===== src/rtl/b6zs_pkg.sv =====
package b6zs_pkg;
    typedef enum logic [1:0] {
        SYM_ZERO = 2'b00,
        SYM_POS  = 2'b01,
        SYM_NEG  = 2'b10
    } sym_e;

    // what kind of symbol the current output slot takes
    typedef enum logic [1:0] {
        SLOT_DATA = 2'b00,
        SLOT_ZERO = 2'b01,
        SLOT_V    = 2'b10,
        SLOT_B    = 2'b11
    } slot_e;
endpackage


===== src/rtl/b6zs_delay.sv =====
module b6zs_delay #(
    parameter int RUN_LEN = 6
) (
    input  logic clk,
    input  logic rst_n,
    input  logic bit_en,
    input  logic bit_in,
    output logic oldest,
    output logic primed,
    output logic run_zero
);
    localparam int CW = $clog2(RUN_LEN + 1);

    typedef struct packed {
        logic [RUN_LEN-1:0] bits;
        logic [CW-1:0]      cnt;
    } dly_s;

    dly_s dly_d, dly_q;

    always_comb begin
        dly_d = dly_q;
        if (bit_en) begin
            dly_d.bits = {bit_in, dly_q.bits[RUN_LEN-1:1]};
            if (dly_q.cnt != CW'(RUN_LEN)) begin
                dly_d.cnt = dly_q.cnt + CW'(1);
            end
        end
    end

    always_ff @(posedge clk) begin
        if (!rst_n) begin
            dly_q <= '0;
        end else begin
            dly_q <= dly_d;
        end
    end

    assign oldest   = dly_q.bits[0];
    assign primed   = (dly_q.cnt == CW'(RUN_LEN));
    assign run_zero = ~|dly_q.bits;

    // once full, the line stays full until reset
    assert_primed_sticky_R2: assert property (@(posedge clk) disable iff (!rst_n)
        primed |=> primed);
endmodule


===== src/rtl/b6zs_subst.sv =====
module b6zs_subst
    import b6zs_pkg::*;
#(
    parameter int RUN_LEN = 6
) (
    input  logic  clk,
    input  logic  rst_n,
    input  logic  fire,
    input  logic  run_zero,
    output slot_e slot
);
    localparam int PW = $clog2(RUN_LEN);

    typedef struct packed {
        logic [PW-1:0] pos;
    } sub_s;

    sub_s sub_d, sub_q;

    always_comb begin
        if (sub_q.pos == '0) begin
            slot = run_zero ? SLOT_ZERO : SLOT_DATA;
        end else begin
            case (int'(sub_q.pos) % 3)
                0:       slot = SLOT_ZERO;
                1:       slot = SLOT_V;
                default: slot = SLOT_B;
            endcase
        end
    end

    always_comb begin
        sub_d = sub_q;
        if (fire) begin
            if (sub_q.pos != '0) begin
                sub_d.pos = (sub_q.pos == PW'(RUN_LEN - 1)) ? '0 : sub_q.pos + PW'(1);
            end else if (run_zero) begin
                sub_d.pos = PW'(1);
            end
        end
    end

    always_ff @(posedge clk) begin
        if (!rst_n) begin
            sub_q <= '0;
        end else begin
            sub_q <= sub_d;
        end
    end

    assert_pos_range_R5: assert property (@(posedge clk) disable iff (!rst_n)
        sub_q.pos < PW'(RUN_LEN));

    // a running substitution is never abandoned mid-way
    assert_pattern_holds_R5: assert property (@(posedge clk) disable iff (!rst_n)
        (sub_q.pos != '0) |-> (slot != SLOT_DATA));
endmodule


===== src/rtl/b6zs_polarity.sv =====
module b6zs_polarity
    import b6zs_pkg::*;
(
    input  logic        clk,
    input  logic        rst_n,
    input  logic        fire,
    input  slot_e       slot,
    input  logic        data_bit,
    output logic [1:0]  sym,
    output logic        sym_vld
);
    typedef struct packed {
        logic last_pos;
        sym_e sym;
        logic vld;
    } pol_s;

    pol_s pol_d, pol_q;

    always_comb begin
        pol_d     = pol_q;
        pol_d.vld = 1'b0;
        if (fire) begin
            pol_d.vld = 1'b1;
            unique case (slot)
                SLOT_DATA: begin
                    if (data_bit) begin
                        pol_d.last_pos = ~pol_q.last_pos;
                        pol_d.sym      = pol_q.last_pos ? SYM_NEG : SYM_POS;
                    end else begin
                        pol_d.sym = SYM_ZERO;
                    end
                end
                SLOT_ZERO: pol_d.sym = SYM_ZERO;
                SLOT_V:    pol_d.sym = pol_q.last_pos ? SYM_POS : SYM_NEG;
                SLOT_B: begin
                    pol_d.last_pos = ~pol_q.last_pos;
                    pol_d.sym      = pol_q.last_pos ? SYM_NEG : SYM_POS;
                end
            endcase
        end
    end

    always_ff @(posedge clk) begin
        if (!rst_n) begin
            pol_q <= '{last_pos: 1'b0, sym: SYM_ZERO, vld: 1'b0};
        end else begin
            pol_q <= pol_d;
        end
    end

    assign sym     = pol_q.sym;
    assign sym_vld = pol_q.vld;

    assert_v_repeats_R5: assert property (@(posedge clk) disable iff (!rst_n)
        (fire && slot == SLOT_V) |=> ($stable(pol_q.last_pos) &&
            sym == (pol_q.last_pos ? 2'b01 : 2'b10)));

    assert_b_flips_R6: assert property (@(posedge clk) disable iff (!rst_n)
        (fire && slot == SLOT_B) |=> (pol_q.last_pos != $past(pol_q.last_pos)));

    assert_mark_alternates_R3: assert property (@(posedge clk) disable iff (!rst_n)
        (fire && slot == SLOT_DATA && data_bit) |=> (pol_q.last_pos != $past(pol_q.last_pos)));

    assert_zero_is_zero_R3: assert property (@(posedge clk) disable iff (!rst_n)
        (fire && slot == SLOT_DATA && !data_bit) |=> (sym == 2'b00));
endmodule


===== src/rtl/b6zs_encoder.sv =====
module b6zs_encoder
    import b6zs_pkg::*;
#(
    parameter int RUN_LEN = 6
) (
    input  logic       clk,
    input  logic       rst_n,
    input  logic       bit_en,
    input  logic       bit_in,
    output logic [1:0] sym,
    output logic       sym_vld
);
    logic  oldest;
    logic  primed;
    logic  run_zero;
    logic  fire;
    slot_e slot;

    b6zs_delay #(.RUN_LEN(RUN_LEN)) i_delay (
        .clk      (clk),
        .rst_n    (rst_n),
        .bit_en   (bit_en),
        .bit_in   (bit_in),
        .oldest   (oldest),
        .primed   (primed),
        .run_zero (run_zero)
    );

    assign fire = bit_en & primed;

    b6zs_subst #(.RUN_LEN(RUN_LEN)) i_subst (
        .clk      (clk),
        .rst_n    (rst_n),
        .fire     (fire),
        .run_zero (run_zero),
        .slot     (slot)
    );

    b6zs_polarity i_polarity (
        .clk      (clk),
        .rst_n    (rst_n),
        .fire     (fire),
        .slot     (slot),
        .data_bit (oldest),
        .sym      (sym),
        .sym_vld  (sym_vld)
    );

    assert_code_legal_R1: assert property (@(posedge clk) disable iff (!rst_n)
        sym != 2'b11);

    assert_vld_after_en_R2: assert property (@(posedge clk) disable iff (!rst_n)
        sym_vld |-> $past(bit_en));

    assert_idle_quiet_R8: assert property (@(posedge clk) disable iff (!rst_n)
        !bit_en |=> !sym_vld);
endmodule


===== config.mk =====
export PLATFORM = sky130hd
export DESIGN_NAME = b6zs_encoder
export DESIGN_NICKNAME = d
export VERILOG_FILES = /design/src/rtl/b6zs_pkg.sv /design/src/rtl/b6zs_delay.sv /design/src/rtl/b6zs_subst.sv /design/src/rtl/b6zs_polarity.sv /design/src/rtl/b6zs_encoder.sv
export SDC_FILE = /design/constraint.sdc
export NUM_CORES = 1
export LEC_CHECK = 0
export BUFFER_PORTS_ARGS = -buffer_cell sky130_fd_sc_hd__buf_2
export CAP_MARGIN = 40
export CORE_MARGIN = 10
export CORE_UTILIZATION = 55
export DETAILED_ROUTE_END_ITERATION = 10
export GPL_TIMING_DRIVEN = 0
export PLACE_DENSITY = 0.83
export SLEW_MARGIN = 0
export SYNTH_ARGS = -nofsm -noshare
export SYNTH_HDL_FRONTEND = slang
export SYNTH_SLANG_ARGS = --single-unit

===== constraint.sdc =====
create_clock -name clk -period 3.6 [get_ports clk]
set_input_delay 0.18 -clock clk [delete_from_list [all_inputs] [get_ports clk]]
set_output_delay 0.18 -clock clk [all_outputs]
set_load 0.05 [all_outputs]

==> impl_metrics.ini <==
[status]
run_status = completed

[setup_path]
critPathLaunch = i_subst.sub_q[1]$_SDFFE_PN0P_
crit_chain = buf_2 > nor2b_1 > ha_1 > inv_1 > ha_1 > inv_1 > ha_1 > nand4bb_1 > a21oi_1 > a221oi_1 > o21ai_1 > mux2i_1
slowest_delay_ns = 0.31
reg2reg_slack_ns = 1.16
endpoint = i_polarity.pol_q[3]$_SDFFE_PN0P_
cp_max_fo = 9
critPathKind = reg -> reg
reg2reg_from = i_subst.sub_q[1]$_SDFFE_PN0P_
required_ns = 3.81
worstReg2RegEnd = i_polarity.pol_q[3]$_SDFFE_PN0P_
cp-start-kind = register
crit_top_cell = ha_1
end_kind = register
r2r_cells = 12
cp_slowest_cell = dfxtp_1
arrival_ns = 2.65

[timing]
max_freq_mhz = 409
rsz0062_at_grt = no
skew_ns = 0.00389
tns_ns = 0
finalSetupViolCount = 0
post-route-period-util = 0.678
maxSlewViolCount = 0
hold_viol_final = 0
finalCriticalPeriod_ns = 2.44
whs_ns = 0.205

[synth]
avgSynthCellArea_um2 = 9.23
synth.distinct_cells = 37
synth_common_cells = dfxtp_1 (16), mux2i_1 (8), nor2b_1 (8)
synthTopCellsByArea = dfxtp_1 (36%), mux2i_1 (9.0%), ha_1 (8.5%), nor2b_1 (5.6%), nand2_1 (3.0%)
yosys.area.top_type_share = 0.362
yosysWarnings = 0
ys_ff_latch = 16
syn_nets = 106
synthMostInstantiatedCell = dfxtp_1
yosysTopAreaCell = dfxtp_1
synth_ff_type = dfxtp_1
synth_area_um2 = 886
synthCells = 96
async_flop_share = 0
synth_edf_count = 0
yosysSeqAreaShare = 0.362

[power]
p_total_uw = 325
power_density_nw_per_um2 = 334
irDropWorstVdd_mv = 0.192
p_leak_uw = 0.000422

[floorplan]
num_rows = 14
die_x_um = 60.1
coreArea_um2 = 1510
die_area_um2 = 3620
start_util = 0.588
ioPinCount = 7
die_h_um = 60.1

[run]
cap_violations = 0

[final_layout]
diodes = 0
drive_above_1_share = 0.170
fin_nets = 117
area_delta_synth_final_pct = 9.75

[cts]
clk_pin_slew_worst_paths_ns = 0.09
cts.sinks = 16
clkLatencyLatePin_ns = 0.28
postCtsHoldBufs = 0
cts-root-buf = clkbuf_4
cts.path.max_buffers = 2
cts_made_buffers = 3
tritoncts = done
cts_max_level = 1
cts_setup_buffers = 0
cts_resized = 0

[grt]
grt_usage = 0.102
grt_overflow = 0
grt_pass1_wl_um = 2890
grt_pass1_vias = 711
antenna_found_initial = 0
grt_max_degree = 11

[detailed_routing]
post_drt_wl_per_cell_um = 13.4
viasPerCell = 5.66
first_pass_iters = 4
drc = 0
vias = 691
ant_nets = 0
wl_um = 1630
drt-initial-drc-count = 9

[placement]
numPortBuffers = 6
hpwl_um = 1240
gp_congestion = 0.753

[min_path]
min_path_type = in -> reg
-- per-layer routing --
metal	vias up	wire length, µm	track usage
li1	357	-	-
met1	324	688	0.0994
met2	6	886	0.191
met3	4	34	0.0212
met4	0	23	0.0577
met5	-	0	0
-- worst max-delay path, delay by kind of cell (launching register included) --
family | cells | cell delay, ns
AND/OR/NAND/NOR | 2 | 0.44
AO/OA/AOI/OAI | 3 | 0.49
buffers and inverters | 3 | 0.28
flip-flops | 1 | 0.31
multiplexers | 1 | 0.22
adder cells (fa/ha/maj) | 3 | 0.63
-- worst min path at each step --
stage	start	to	slack, ns	cells after the start
finish	bit_in	i_delay.dly_q[8]$_SDFFE_PN0P_	0.21	3
global route	bit_in	i_delay.dly_q[8]$_SDFFE_PN0P_	0.23	3
floorplan	rst_n	i_delay.dly_q[8]$_SDFFE_PN0P_	0.31	1
detailed placement	bit_in	i_delay.dly_q[8]$_SDFFE_PN0P_	0.49	3
global placement	bit_in	i_delay.dly_q[8]$_SDFFE_PN0P_	0.45	3
CTS	bit_in	i_delay.dly_q[8]$_SDFFE_PN0P_	0.19	3
-- per-stage QoR --
stage | area (µm²) | setup slack, ns | utilization | cells
2_1_floorplan | 886 | 1.42 | - | 96
3_3_place_gp | 936 | 1.26 | 0.621 | 118
3_5_place_dp | 936 | 1.19 | 0.621 | 118
4_1_cts | 972 | 1.16 | 0.645 | 122
5_1_grt | 972 | 0.837 | 0.645 | 122
6_report | 972 | 1.16 | 0.645 | 122
-- state kept, by name, indices dropped and copies added, names as in the netlist --
signal,cells
i_delay.oldest,1
i_subst.sub_q,3
i_polarity.pol_q,1
i_polarity.sym,2
i_delay.dly_q,8
i_polarity.sym_vld,1
-- layout make-up --
type / count / area (µm²)
flip-flops and latches: 16 / 320
inverters: 4 / 15.0
fillers: 136 / 534
well taps: 16 / 20.0
plain buffers: 7 / 42.5
multi-input cells: 69 / 508
clock buffers: 4 / 36.3
repair buffers: 6 / 30.0
-- report_power, final --
group	total [µW]	internal [µW]	switching (µW)
combinational	25.5	12.6	12.9
clock	115	61.5	53.7
sequential	184	181	2.90
total	324	255	69.5
-- layout by cell type (no fill, tap or decap), drive strengths merged, types with 3 or more instances in the layout --
master / netlist / final
and2: 3 / 3
nand3: 4 / 4
clkbuf: 3 / 7
a21oi: 5 / 5
a21boi: 3 / 3
nand2: 7 / 7
dfxtp: 16 / 16
buf: 4 / 10
nor2b: 9 / 9
mux2i: 8 / 8
inv: 4 / 4
ha: 6 / 6
-- cells by family (layout without fill, tap and decap cells) --
| group | Yosys count | in the layout | share of synthesized area |
|---|---|---|---|
| xor gates and xnor gates | 1 | 1 | 0.00989 |
| adders and majority gates | 6 | 6 | 0.0847 |
| other | 1 | 1 | 0.00423 |
| buffers and inverters | 11 | 21 | 0.0650 |
| and+or+nand+nor | 37 | 37 | 0.258 |
| DFF | 16 | 16 | 0.362 |
| AOI/OAI and AO/OA | 16 | 16 | 0.126 |
| muxes | 8 | 8 | 0.0904 |
(Power assumes the default switching activity.)
